--- src/rtl/vtc_pkg.sv ---
// Shared encodings and helpers for the in-router sharer tree cache.
// Assumes four mesh links (codes 0..3) plus one local port (code 4).
package vtc_pkg;

    typedef enum logic [2:0] {
        MSG_RD_REQ   = 3'd0,
        MSG_RD_REP   = 3'd1,
        MSG_WR_REQ   = 3'd2,
        MSG_INV      = 3'd3,
        MSG_ACK      = 3'd4,
        MSG_TEARDOWN = 3'd5
    } msg_e;

    localparam int NLINK = 4;
    localparam int NPORT = NLINK + 1;
    localparam logic [2:0] PORT_LOCAL = 3'd4;

    // One-hot link vector for a port code; local and unused codes give zero.
    function automatic logic [NLINK-1:0] link_bit(input logic [2:0] p);
        link_bit = (p < 3'd4) ? (4'b0001 << p[1:0]) : 4'b0000;
    endfunction

    // One-hot port vector for a port code; unused codes give zero.
    function automatic logic [NPORT-1:0] port_bit(input logic [2:0] p);
        port_bit = (p <= PORT_LOCAL) ? (5'b00001 << p) : 5'b00000;
    endfunction

    // Number of set links in a link vector.
    function automatic logic [2:0] count_links(input logic [NLINK-1:0] m);
        count_links = 3'(m[0]) + 3'(m[1]) + 3'(m[2]) + 3'(m[3]);
    endfunction

endpackage

--- src/rtl/vtc_match.sv ---
// Fully associative tag match over the tree table.
// Assumes at most one valid entry per address; lowest index wins otherwise.
module vtc_match #(
    parameter int ENTRIES = 16,
    parameter int ADDR_W  = 16
) (
    input  logic [ENTRIES-1:0]             ent_vld,
    input  logic [ENTRIES-1:0][ADDR_W-1:0] ent_tag,
    input  logic [ADDR_W-1:0]              key,
    output logic                           hit,
    output logic [$clog2(ENTRIES)-1:0]     hit_idx
);
    localparam int IDX_W = $clog2(ENTRIES);

    logic [ENTRIES-1:0] eq;

    // Per-entry comparators.
    for (genvar g = 0; g < ENTRIES; g++) begin : g_cmp
        assign eq[g] = ent_vld[g] && (ent_tag[g] == key);
    end

    // Reduce the match vector to a hit flag and an index.
    always_comb begin
        hit     = |eq;
        hit_idx = '0;
        for (int i = ENTRIES - 1; i >= 0; i--) begin
            if (eq[i]) hit_idx = IDX_W'(i);
        end
    end

endmodule

--- src/rtl/vtc_lru.sv ---
// Recency ranks for the tree table and victim choice.
// Ranks form a permutation (0 = most recent). A free slot is preferred;
// otherwise the oldest entry that is not busy is picked.
module vtc_lru #(
    parameter int ENTRIES = 16
) (
    input  logic                        clk,
    input  logic                        rst_n,
    input  logic                        touch,
    input  logic [$clog2(ENTRIES)-1:0]  touch_idx,
    input  logic [ENTRIES-1:0]          ent_vld,
    input  logic [ENTRIES-1:0]          ent_busy,
    output logic                        victim_ok,
    output logic [$clog2(ENTRIES)-1:0]  victim_idx
);
    localparam int IDX_W = $clog2(ENTRIES);

    logic [ENTRIES-1:0][IDX_W-1:0] rank_q;
    logic                          free_found;
    logic                          old_found;
    logic [IDX_W-1:0]              best_rank;

    // Move the touched entry to rank 0 and age those that were newer.
    always_ff @(posedge clk) begin
        if (!rst_n) begin
            for (int i = 0; i < ENTRIES; i++) rank_q[i] <= IDX_W'(i);
        end else if (touch) begin
            for (int i = 0; i < ENTRIES; i++) begin
                if (IDX_W'(i) == touch_idx)
                    rank_q[i] <= '0;
                else if (rank_q[i] < rank_q[touch_idx])
                    rank_q[i] <= rank_q[i] + 1'b1;
            end
        end
    end

    // Choose a free slot first, else the oldest non-busy entry.
    always_comb begin
        free_found = 1'b0;
        old_found  = 1'b0;
        best_rank  = '0;
        victim_idx = '0;
        for (int i = 0; i < ENTRIES; i++) begin
            if (!ent_vld[i] && !free_found) begin
                free_found = 1'b1;
                victim_idx = IDX_W'(i);
            end
        end
        if (!free_found) begin
            for (int i = 0; i < ENTRIES; i++) begin
                if (!ent_busy[i] && (!old_found || rank_q[i] > best_rank)) begin
                    old_found  = 1'b1;
                    best_rank  = rank_q[i];
                    victim_idx = IDX_W'(i);
                end
            end
        end
        victim_ok = free_found || old_found;
    end

endmodule

--- src/rtl/vtree_cache.sv ---
// In-router sharer tree cache: stores per-line tree links and steers
// coherence messages along them. One message per cycle enters; the
// emitted message (or a hold indication) leaves one cycle later.
// Assumes the router core serialises messages and supplies, in in_next,
// the port that plain routing would choose.
module vtree_cache
    import vtc_pkg::*;
#(
    parameter int ENTRIES = 16,
    parameter int ADDR_W  = 16
) (
    input  logic              clk,
    input  logic              rst_n,
    input  logic              in_valid,
    input  logic [2:0]        in_type,
    input  logic [ADDR_W-1:0] in_addr,
    input  logic [2:0]        in_dir,
    input  logic [2:0]        in_next,
    output logic              out_valid,
    output logic [2:0]        out_type,
    output logic [ADDR_W-1:0] out_addr,
    output logic [4:0]        out_mask,
    output logic              out_held,
    output logic              ev_valid,
    output logic [ADDR_W-1:0] ev_addr,
    output logic [4:0]        ev_mask
);
    localparam int IDX_W = $clog2(ENTRIES);
    localparam int CNT_W = 3;
    localparam logic [NPORT-1:0] LOCAL_MASK = NPORT'(1) << PORT_LOCAL;

    // Table state
    logic [ENTRIES-1:0]             vld_q, dloc_q, busy_q, outst_q;
    logic [ENTRIES-1:0][ADDR_W-1:0] tag_q;
    logic [ENTRIES-1:0][NLINK-1:0]  up_q, dn_q;
    logic [ENTRIES-1:0][CNT_W-1:0]  cnt_q;

    // Lookup and victim
    logic             hit;
    logic [IDX_W-1:0] hit_idx;
    logic             victim_ok;
    logic [IDX_W-1:0] victim_idx;

    // Decision outputs
    logic              we, touch;
    logic [IDX_W-1:0]  widx;
    logic              n_vld, n_dloc, n_busy, n_outst;
    logic [ADDR_W-1:0] n_tag;
    logic [NLINK-1:0]  n_up, n_dn;
    logic [CNT_W-1:0]  n_cnt;
    logic              o_v, o_h, e_v;
    logic [2:0]        o_t;
    logic [NPORT-1:0]  o_m, e_m;
    logic [ADDR_W-1:0] e_a;

    // Decoded input and hit-entry view
    logic [NLINK-1:0] arr_link, nxt_link, h_up, h_dn, kids, low_kid, v_up;
    logic [NPORT-1:0] arr_port, nxt_port, up_port;
    logic             h_dloc, h_busy, h_outst, nxt_local;
    logic [CNT_W-1:0] h_cnt, fan_cnt;
    logic [NLINK-1:0] left_dn;
    logic             left_loc;

    vtc_match #(.ENTRIES(ENTRIES), .ADDR_W(ADDR_W)) u_match (
        .ent_vld (vld_q),
        .ent_tag (tag_q),
        .key     (in_addr),
        .hit     (hit),
        .hit_idx (hit_idx)
    );

    vtc_lru #(.ENTRIES(ENTRIES)) u_lru (
        .clk        (clk),
        .rst_n      (rst_n),
        .touch      (touch),
        .touch_idx  (widx),
        .ent_vld    (vld_q),
        .ent_busy   (busy_q),
        .victim_ok  (victim_ok),
        .victim_idx (victim_idx)
    );

    // Decode ports and read out the hit entry.
    always_comb begin
        arr_link  = link_bit(in_dir);
        arr_port  = port_bit(in_dir);
        nxt_link  = link_bit(in_next);
        nxt_port  = port_bit(in_next);
        nxt_local = (in_next == PORT_LOCAL);
        h_up      = up_q[hit_idx];
        h_dn      = dn_q[hit_idx];
        h_dloc    = dloc_q[hit_idx];
        h_busy    = busy_q[hit_idx];
        h_outst   = outst_q[hit_idx];
        h_cnt     = cnt_q[hit_idx];
        kids      = h_dn & ~arr_link;
        low_kid   = kids & (~kids + 4'd1);
        fan_cnt   = count_links(kids) + CNT_W'(h_dloc);
        up_port   = (h_up != '0) ? {1'b0, h_up} : LOCAL_MASK;
        left_dn   = h_dn & ~arr_link;
        left_loc  = h_dloc && (in_dir != PORT_LOCAL);
        v_up      = up_q[victim_idx];
    end

    // Per-message steering and table update decision.
    always_comb begin
        we = 1'b0; touch = 1'b0; widx = hit_idx;
        n_vld = 1'b1; n_tag = tag_q[hit_idx]; n_up = h_up; n_dn = h_dn;
        n_dloc = h_dloc; n_busy = h_busy; n_outst = h_outst; n_cnt = h_cnt;
        o_v = 1'b0; o_h = 1'b0; o_t = in_type; o_m = '0;
        e_v = 1'b0; e_a = tag_q[victim_idx];
        e_m = (v_up != '0) ? {1'b0, v_up} : LOCAL_MASK;
        if (in_valid) begin
            case (in_type)
                MSG_RD_REQ: begin
                    if (hit && h_busy) begin
                        o_h = 1'b1;
                    end else if (hit) begin
                        o_v = 1'b1; we = 1'b1; touch = 1'b1; n_outst = 1'b1;
                        if (h_dloc)            o_m = LOCAL_MASK;
                        else if (kids != '0)   o_m = {1'b0, low_kid};
                        else                   o_m = nxt_port;
                    end else begin
                        o_v = 1'b1; o_m = nxt_port;
                    end
                end
                MSG_RD_REP: begin
                    o_v = 1'b1; o_m = nxt_port;
                    if (hit && !h_busy) begin
                        we = 1'b1; touch = 1'b1; n_outst = 1'b0;
                        if (arr_link != '0) n_up = arr_link;
                        n_dn   = h_dn | nxt_link;
                        n_dloc = h_dloc | nxt_local;
                    end else if (!hit && victim_ok) begin
                        we = 1'b1; touch = 1'b1; widx = victim_idx;
                        n_tag = in_addr; n_up = arr_link; n_dn = nxt_link;
                        n_dloc = nxt_local; n_busy = 1'b0; n_outst = 1'b0;
                        n_cnt = '0;
                        e_v = vld_q[victim_idx];
                    end
                end
                MSG_WR_REQ, MSG_INV: begin
                    if (hit && h_busy) begin
                        o_h = 1'b1;
                    end else if (hit && fan_cnt == '0) begin
                        o_v = 1'b1; o_t = MSG_ACK; o_m = up_port;
                        we = 1'b1; n_vld = 1'b0; n_busy = 1'b0;
                    end else if (hit) begin
                        o_v = 1'b1; o_t = MSG_INV;
                        o_m = {h_dloc, kids};
                        we = 1'b1; touch = 1'b1; n_busy = 1'b1; n_cnt = fan_cnt;
                    end else if (in_type == MSG_INV) begin
                        o_v = 1'b1; o_t = MSG_ACK; o_m = arr_port;
                    end else begin
                        o_v = 1'b1; o_m = nxt_port;
                    end
                end
                MSG_ACK: begin
                    if (hit && h_busy) begin
                        we = 1'b1;
                        if (h_cnt == CNT_W'(1)) begin
                            o_v = 1'b1; o_m = up_port;
                            n_vld = 1'b0; n_busy = 1'b0; n_cnt = '0;
                        end else begin
                            n_cnt = h_cnt - 1'b1;
                        end
                    end else begin
                        o_v = 1'b1; o_m = nxt_port;
                    end
                end
                MSG_TEARDOWN: begin
                    if (hit && h_busy) begin
                        o_h = 1'b1;
                    end else if (hit) begin
                        we = 1'b1; n_dn = left_dn; n_dloc = left_loc;
                        if (left_dn == '0 && !left_loc) begin
                            n_vld = 1'b0;
                            o_v   = (h_up != '0);
                            o_m   = {1'b0, h_up};
                        end
                    end
                end
                default: ;
            endcase
        end
    end

    // Write the chosen entry.
    always_ff @(posedge clk) begin
        if (!rst_n) begin
            vld_q <= '0; dloc_q <= '0; busy_q <= '0; outst_q <= '0;
            tag_q <= '0; up_q <= '0; dn_q <= '0; cnt_q <= '0;
        end else if (we) begin
            vld_q[widx]   <= n_vld;
            tag_q[widx]   <= n_tag;
            up_q[widx]    <= n_up;
            dn_q[widx]    <= n_dn;
            dloc_q[widx]  <= n_dloc;
            busy_q[widx]  <= n_busy;
            outst_q[widx] <= n_outst;
            cnt_q[widx]   <= n_cnt;
        end
    end

    // Register the emitted message, hold flag and eviction teardown.
    always_ff @(posedge clk) begin
        if (!rst_n) begin
            out_valid <= 1'b0; out_type <= '0; out_addr <= '0; out_mask <= '0;
            out_held  <= 1'b0; ev_valid <= 1'b0; ev_addr <= '0; ev_mask <= '0;
        end else begin
            out_valid <= o_v;
            out_type  <= o_t;
            out_addr  <= in_addr;
            out_mask  <= o_m;
            out_held  <= o_h;
            ev_valid  <= e_v;
            ev_addr   <= e_a;
            ev_mask   <= e_m;
        end
    end

endmodule

--- config.mk ---
export PLATFORM = sky130hd
export DESIGN_NAME = vtree_cache
export DESIGN_NICKNAME = d
export VERILOG_FILES = /design/src/rtl/vtc_pkg.sv /design/src/rtl/vtc_match.sv /design/src/rtl/vtc_lru.sv /design/src/rtl/vtree_cache.sv
export SDC_FILE = /design/constraint.sdc
export NUM_CORES = 2
export LEC_CHECK = 0
export CORE_MARGIN = 5
export CORE_UTILIZATION = 25
export CTS_BUF_LIST = sky130_fd_sc_hd__clkbuf_4
export DETAILED_ROUTE_END_ITERATION = 6
export GPL_TIMING_DRIVEN = 0
export PLACE_DENSITY_LB_ADDON = 0.12
export REMOVE_ABC_BUFFERS = 1
export SLEW_MARGIN = 25
export SYNTH_ARGS = -nofsm -noshare
export SYNTH_HDL_FRONTEND = slang
export SYNTH_SLANG_ARGS = --single-unit
--- constraint.sdc ---
create_clock -name clk -period 38.7 [get_ports clk]
set_clock_uncertainty 0.1 [all_clocks]
set_input_delay 7.74 -clock clk [delete_from_list [all_inputs] [get_ports clk]]
set_output_delay 7.74 -clock clk [all_outputs]
set_load 0.005 [all_outputs]
## Word level (Yosys, flattened, before mapping)

Cells that the tools add are included.

| cells by class | value |
|---|---|
| $lt $le $gt $ge | 39 |
| equal/unequal tests | 39 |
| reduce and logical (&&, ||, !) cells | 180 |
| shifts and indexed selects | 4 |
| multiplexer cells | 291 |
| $add $sub $neg | 22 |
| bitwise logic cells | 10 |

Operators with widths:

| kind | count |
|---|---|
| 2-to-1 mux 4 bit | 127 |
| bitwise mux 256 bit | 1 |
| equality test 16 bit | 16 |
| binary-select mux 16 bit (select 4 bit) | 2 |
| bitwise mux 64 bit | 2 |
| 2-to-1 mux 16 bit | 7 |
| 2-to-1 mux 1 bit | 91 |
| 2-to-1 mux 5 bit | 14 |
| adder 4 x 1 -> 4 bit (second input constant) | 17 |
| binary-select mux 4 bit (select 4 bit) | 4 |
| demux 16 bit (select 4 bit) | 1 |
| less-than comparator 4 bit | 16 |
| zero test 1 bit | 62 |
| greater-than comparator 4 bit | 15 |
| 2-to-1 mux 3 bit | 20 |
| logical AND 1 bit | 53 |
| bitwise mux 16 bit | 3 |
| bitwise mux 48 bit | 1 |
| AND reduction 2 bit | 18 |
| equality test 4 bit (first input constant) | 8 |
| nonzero test 2 bit | 16 |
| case mux 5 bit (5 select lines) | 1 |
| demux 4 bit (select 4 bit) | 1 |
| equality test 3 x 4 -> 1 bit (first input constant) | 4 |
| 41 further kinds | 85 |

| storage, ports and cells | value |
|---|---|
| output and inout bits | 48 |
| register bits after elaboration | 592 |
| logic and storage cells | 677 |

## Depth between registers and ports, before layout

| depth | value |
|---|---|
| word-level depth | 132 |
| gate-level depth with buffers | 150 |
| gate-level depth less buffers | 142 |

## Hierarchy

Synthesis repeated with hierarchy kept, for this count alone.

| second synthesis, totals | value |
|---|---|
| cells, all modules | 3745 |
| area total of the unflattened synthesis | 35601.6 µm² |

Modules (own cells, without submodules):

| module | cells an instance | sequential area each (µm²) | times used | area an instance (µm²) |
|---|---|---|---|---|
| vtree_cache | 2359 | 10570.1 | 1 | 24583.6 |
| vtc_lru | 967 | 1281.2 | 1 | 7783.7 |
| vtc_match | 419 | 0.0 | 1 | 3234.4 |

## Least setup slack after synthesis

Ideal clock, no wire load.

| timing path | value |
|---|---|
| path type | register -> register |
| start | reg busy_q[0] |
| end | reg u_lru.rank_q[31] (netlist name) |
| slack | 12203 ps |
| required time | 38530 ps |
| library setup time | 70 ps |
| stages on the path, launching flop included | 132 |
| data arrival time | 26327 ps |
| path through | dfxtp_1 buf_6 inv_1 nand2_1 ha_1 and4_1 a21o_1 a31oi_1 mux2i_1 inv_1 ha_1 nor2b_1 o211ai_1 a211o_2 a31o_2 ha_1 a211oi_1 nand2_1 (+96 left out) o21ai_0 or2_2 clkbuf_1 o31ai_4 clkbuf_1 buf_1 mux2i_1 a21oi_1 nand2_1 o21ai_0 o21ai_0 ha_1 a21o_1 a21o_1 a31oi_1 nand4_1 or4_1 a21oi_1 |

| between the ends | value |
|---|---|
| longest elaborated chain between the ends | 88 |

RTL lines:

| what | RTL line | RTL |
|---|---|---|
| start: declaration | vtree_cache.sv:33 | `logic [ENTRIES-1:0] vld_q, dloc_q, busy_q, outst_q;` |
| start signal: indexed assignment | vtree_cache.sv:199 | `busy_q[widx] <= n_busy;` |
| 2-to-1 mux 4 bit / 2-to-1 mux 1 bit (equally long branches) | vtc_lru.sv:51 | `if (!ent_busy[i] && (!old_found \|\| rank_q[i] > best_rank)) begin` |
| 2-to-1 mux 4 bit / 2-to-1 mux 1 bit (equally long branches) | vtc_lru.sv:49 | `if (!free_found) begin` |
| greater-than comparator 4 bit / zero test 1 bit (equally long branches) | vtc_lru.sv:51 |  |
| logical OR 1 bit | vtc_lru.sv:51 |  |
| logical AND 1 bit | vtc_lru.sv:51 |  |
| 2-to-1 mux 4 bit / 2-to-1 mux 1 bit (equally long branches) | vtc_lru.sv:51 |  |
| 2-to-1 mux 4 bit / 2-to-1 mux 1 bit (equally long branches) | vtc_lru.sv:49 |  |
| greater-than comparator 4 bit / zero test 1 bit (equally long branches) | vtc_lru.sv:51 |  |
| (+72 left out) | -- |  |
| 2-to-1 mux 4 bit | vtree_cache.sv:129 | `if (hit && !h_busy) begin` |
| 2-to-1 mux 4 bit | vtree_cache.sv:114 | `case (in_type)` |
| 2-to-1 mux 4 bit | vtree_cache.sv:113 | `if (in_valid) begin` |
| binary-select mux 4 bit (select 4 bit) | vtc_lru.sv:31 | `else if (rank_q[i] < rank_q[touch_idx])` |
| 2-to-1 mux 4 bit (implied by the code) | vtc_lru.sv:31 |  |
| less-than comparator 4 bit | vtc_lru.sv:31 |  |
| nonzero test 2 bit (no line) | -- |  |
| AND reduction 2 bit (no line) | -- |  |
| end signal: indexed assignment | vtc_lru.sv:32 | `rank_q[i] <= rank_q[i] + 1'b1;` |
| end: declaration | vtc_lru.sv:18 | `logic [ENTRIES-1:0][IDX_W-1:0] rank_q;` |

Parallel ways exist; a longest one is shown, timed or not. The select of a mux whose other input is x is not followed.
A chain may end at the register's enable or synchronous reset.

## Final worst setup path

| timing path | value |
|---|---|
| start | reg busy_q[0] |
| end | reg u_lru.rank_q[36] (netlist name) |

Same word-level chain as after synthesis.

==> flow_summary.yaml <==
timing:
  final_worst_path_period_share_pct: 81.66
  setup_viol_count_final: 0
  unrepaired_setup_endpoints_after_global_routing: "no"
  period_minus_slack_ns: 31.60
  worst_slew_pin_slew_ns: 1.107
  timing.final.hold_violations: 0
  final.hold.worst_slack_ns: 0.3517
  fmaxAchievable_mhz: 31.64
  final_max_slew_viol_count: 0
  maxSlewHeadroom_pct: 25.89
worst_setup_path:
  end_of_the_worst_register_to_register_path: "u_lru.rank_q[36]$_SDFFE_PN1P_"
  critical-path-slowest-cell: "a31oi_1"
  arrival_ns: 32.49
  worstReg2RegStart: "busy_q[0]$_SDFFE_PN0P_"
  critPathKind: "reg2reg"
  worstPathMaxFanout: 16
  max_stage_delay_ns: 0.72
  ff2ff_setup_slack_ns: 7.10
  critical_path_required_ns: 39.59
  cpMostUsedCell: "a21oi_1"
  end_kind: "flop"
  timing.reg2reg.worst_path_depth: 131
  timing.critical_path.from_type: "flop"
drt:
  avgViaCountPerCell: 5.348
  routed_wirelength_mm: 176.9
  drc_errors: 0
  routedWlPerCell_um: 24.60
  drt-initial-drc-count: 2970
  router_iterations_before_antenna_repair: 7
  vias: 38460
  ant_nets: 0
yosys:
  netlist_top_cells_count: "674 x a211oi_1, 645 x nor2_1, 592 x dfxtp_1"
  synth_enable_flop_cells: 0
  yosys.area.top_type: "dfxtp_1"
  syn_area_per_cell_um2: 7.825
  yosys.area_share.adder_pct: 3.964
  synth.area.top_cells: "dfxtp_1 30%, a211oi_1 13%, nor2_1 6.2%"
  synth_xor_area_share_pct: 5.720
  post_synth_mux_area_share_pct: 6.824
  ys_seq_area_share_pct: 30.23
  yosys.area_share.simple_pct: 21.69
  total_of_warnings_raised_by_yosys: 0
  netlist_area_um2: 39200
  dominant_cell_by_count_in_the_synthesized_netlist: "a211oi_1"
  synthCells: 5010
  synth_compound_gate_area_share_pct: 26.19
  synth_top_area_share_pct: 30.23
  synth_cell_type_count: 105
  synth-main-ff-cell: "dfxtp_1"
  async_flop_share_pct: 0
  ys_ff_latch: 592
  synth_top_family_by_area: "compound AO/OA/AOI/OAI gates"
clock_tree:
  worstSkewPairLatency_ns: 1.17
  cts-buffers-inserted: 189
  cts.htree.levels: 4
  cts_root_buf: "clkbuf_4"
  cts_tree: "yes"
  cts.clk_slew.worst_paths_ns: 0.07
  ctsLongestPathBuffers: 3
  cts.repair_timing.setup_buffer_count: 0
  cts_resized: 0
  cts_hold_repair.buffers: 0
  clock_sinks: 592
power_and_ir_drop:
  internal_power_contribution_mw: 1.029
  leakage_nw: 15.38
  register_share_of_total_power_pct: 40.9
  power_density_nw_per_um2: 32.20
  vdd.ir_drop.worst_v: 0.00002542
  power_frac_comb_pct: 16.9
  switching_share_pct: 31.76
  net-switching-power_mw: 0.4787
  clkPwrFrac_pct: 42.2
finish:
  drive_above_1_share_pct: 11.98
  final_nets: 5163
  layout.core_utilization_pct: 30.00
  count_of_non_filler_cells_in_the_finished_layout: 7191
  layout.cell_area.non_filler_um2: 46810
  layout-area-overhead-vs-synth_pct: 19.40
grt:
  grt_first_pass_wirelength_mm: 257.3
  largest_net_degree_at_the_start_of_global_routing: 96
  grt_antenna_before_repair: 8
  grt.overflow.total: 0
  grt_pass1_vias: 36300
  grt_usage_pct: 20.89
die:
  ioPinCount: 76
  floorplan.die_area_um2: 164800
  coreArea_um2: 156000
  starting_density_of_the_core_pct: 25.13
  horizontal_die_dimension_um: 406.0
  row_count: 145
  die_height_um: 406.0
job:
  max_cap_viols: 0
place:
  post_placement_cell_count: 6879
  dpl_cell_area_um2: 44580
  place.detailed.hpwl_mm: 130.8
  placement.io_buffers: 75
  final_replace_weighted_congestion: 0.8920
hold_path:
  hold_path.class: "reg2reg"
  min-delay-start: "dn_q[58]$_SDFFE_PN0P_"
  worstHoldPathCells: 2
  hold_path_end: "dn_q[58]$_SDFFE_PN0P_"
run_status:
  run_status: "completed"
==> layout make-up <==
type	count	area, um2
Fill cell	16810	109200
Multi-Input combinational cell	3906	25640
Sequential cell	592	11850
Timing Repair Buffer	234	4138
Tap cell	2058	2575
Clock buffer	258	1937
Inverter	89	341.6
Clock inverter	48	309.0
Antenna cell	6	15.01
==> worst max path at each step <==
stage	startpoint	to	slack, ns	cells after the start
6_report	busy_q[0]$_SDFFE_PN0P_	u_lru.rank_q[36]$_SDFFE_PN1P_	7.10	131
5_1_grt	busy_q[0]$_SDFFE_PN0P_	u_lru.rank_q[9]$_SDFFE_PN1P_	4.52	133
4_1_cts	busy_q[0]$_SDFFE_PN0P_	u_lru.rank_q[5]$_SDFFE_PN0P_	7.36	131
3_5_place_dp	busy_q[0]$_SDFFE_PN0P_	u_lru.rank_q[5]$_SDFFE_PN0P_	7.45	131
3_3_place_gp	in_addr[6]	dn_q[25]$_SDFFE_PN0P_	-17.05	12
2_1_floorplan	in_addr[3]	u_lru.rank_q[27]$_SDFFE_PN0P_	4.55	21
==> layout by cell type (no fill, tap or decap), drive strengths merged, types with 67 or more instances in the layout <==
cell type,count
a31oi,68
xor2,124
clkbuf,258
nor2,645
a21oi,294
nand3,86
xnor2,132
nand4,67
and2,115
dfxtp,592
nand2,477
buf,175
nor2b,109
a211oi,676
inv,94
mux2i,197
ha,121
o21ai,127
==> kinds of logic (layout without fill, tap and decap cells) <==
family / Yosys count / after routing
simple gates: 1794 / 1794
fa+ha+maj: 123 / 123
buf+inv: 512 / 629
compound gates: 1475 / 1475
other cells: 0 / 6
flops: 592 / 592
xor+xnor: 256 / 256
mux: 258 / 258
==> power groups by stage <==
stage | Clock [mW] | Combinational (mW) | Sequential, mW
global route | 0.698 | 0.279 | 0.616
finish | 0.636 | 0.255 | 0.616
detailed placement | 0 | 0.253 | 0.629
CTS | 0.668 | 0.254 | 0.616
global placement | 0 | 0.248 | 0.630
floorplan | 0 | 0.160 | 0.629
==> through the flow <==
stage               setup WS [ns]  TNS (ns)  power, mW
global placement           -17.05  -7783.71     0.8777
detailed placement          7.452         0     0.8823
finish                      7.098         0      1.507
floorplan                   4.546         0     0.7891
global route                4.519         0      1.593
CTS                         7.363         0      1.538
==> sequential cells by signal, summed over array words and instances, names as in the netlist <==
name / flops
out_held: 1
dn_q: 64
tag_q: 256
u_lru.rank_q: 64
up_q: 64
dloc_q: 16
out_addr: 16
ev_addr: 16
busy_q: 16
ev_valid: 1
cnt_q: 48
ev_mask: 5
vld_q: 16
out_valid: 1
out_type: 3
out_mask: 5
==> worst max-delay path: cells and delay by family (launching register included) <==
kind	cells	cell delay [ns]
muxes	8	2.98
and+or+nand+nor	25	4.10
DFF	1	0.58
AOI/OAI and AO/OA	71	17.94
buffers and inverters	11	1.14
adders and majority gates	16	4.51
==> metal layers <==
layer	wire length [um]	global-route usage, %
met3	8741	3.087
met2	77190	32.31
met1	84950	29.59
met5	0	0
met4	5999	7.252
(Power assumes the default switching activity.)
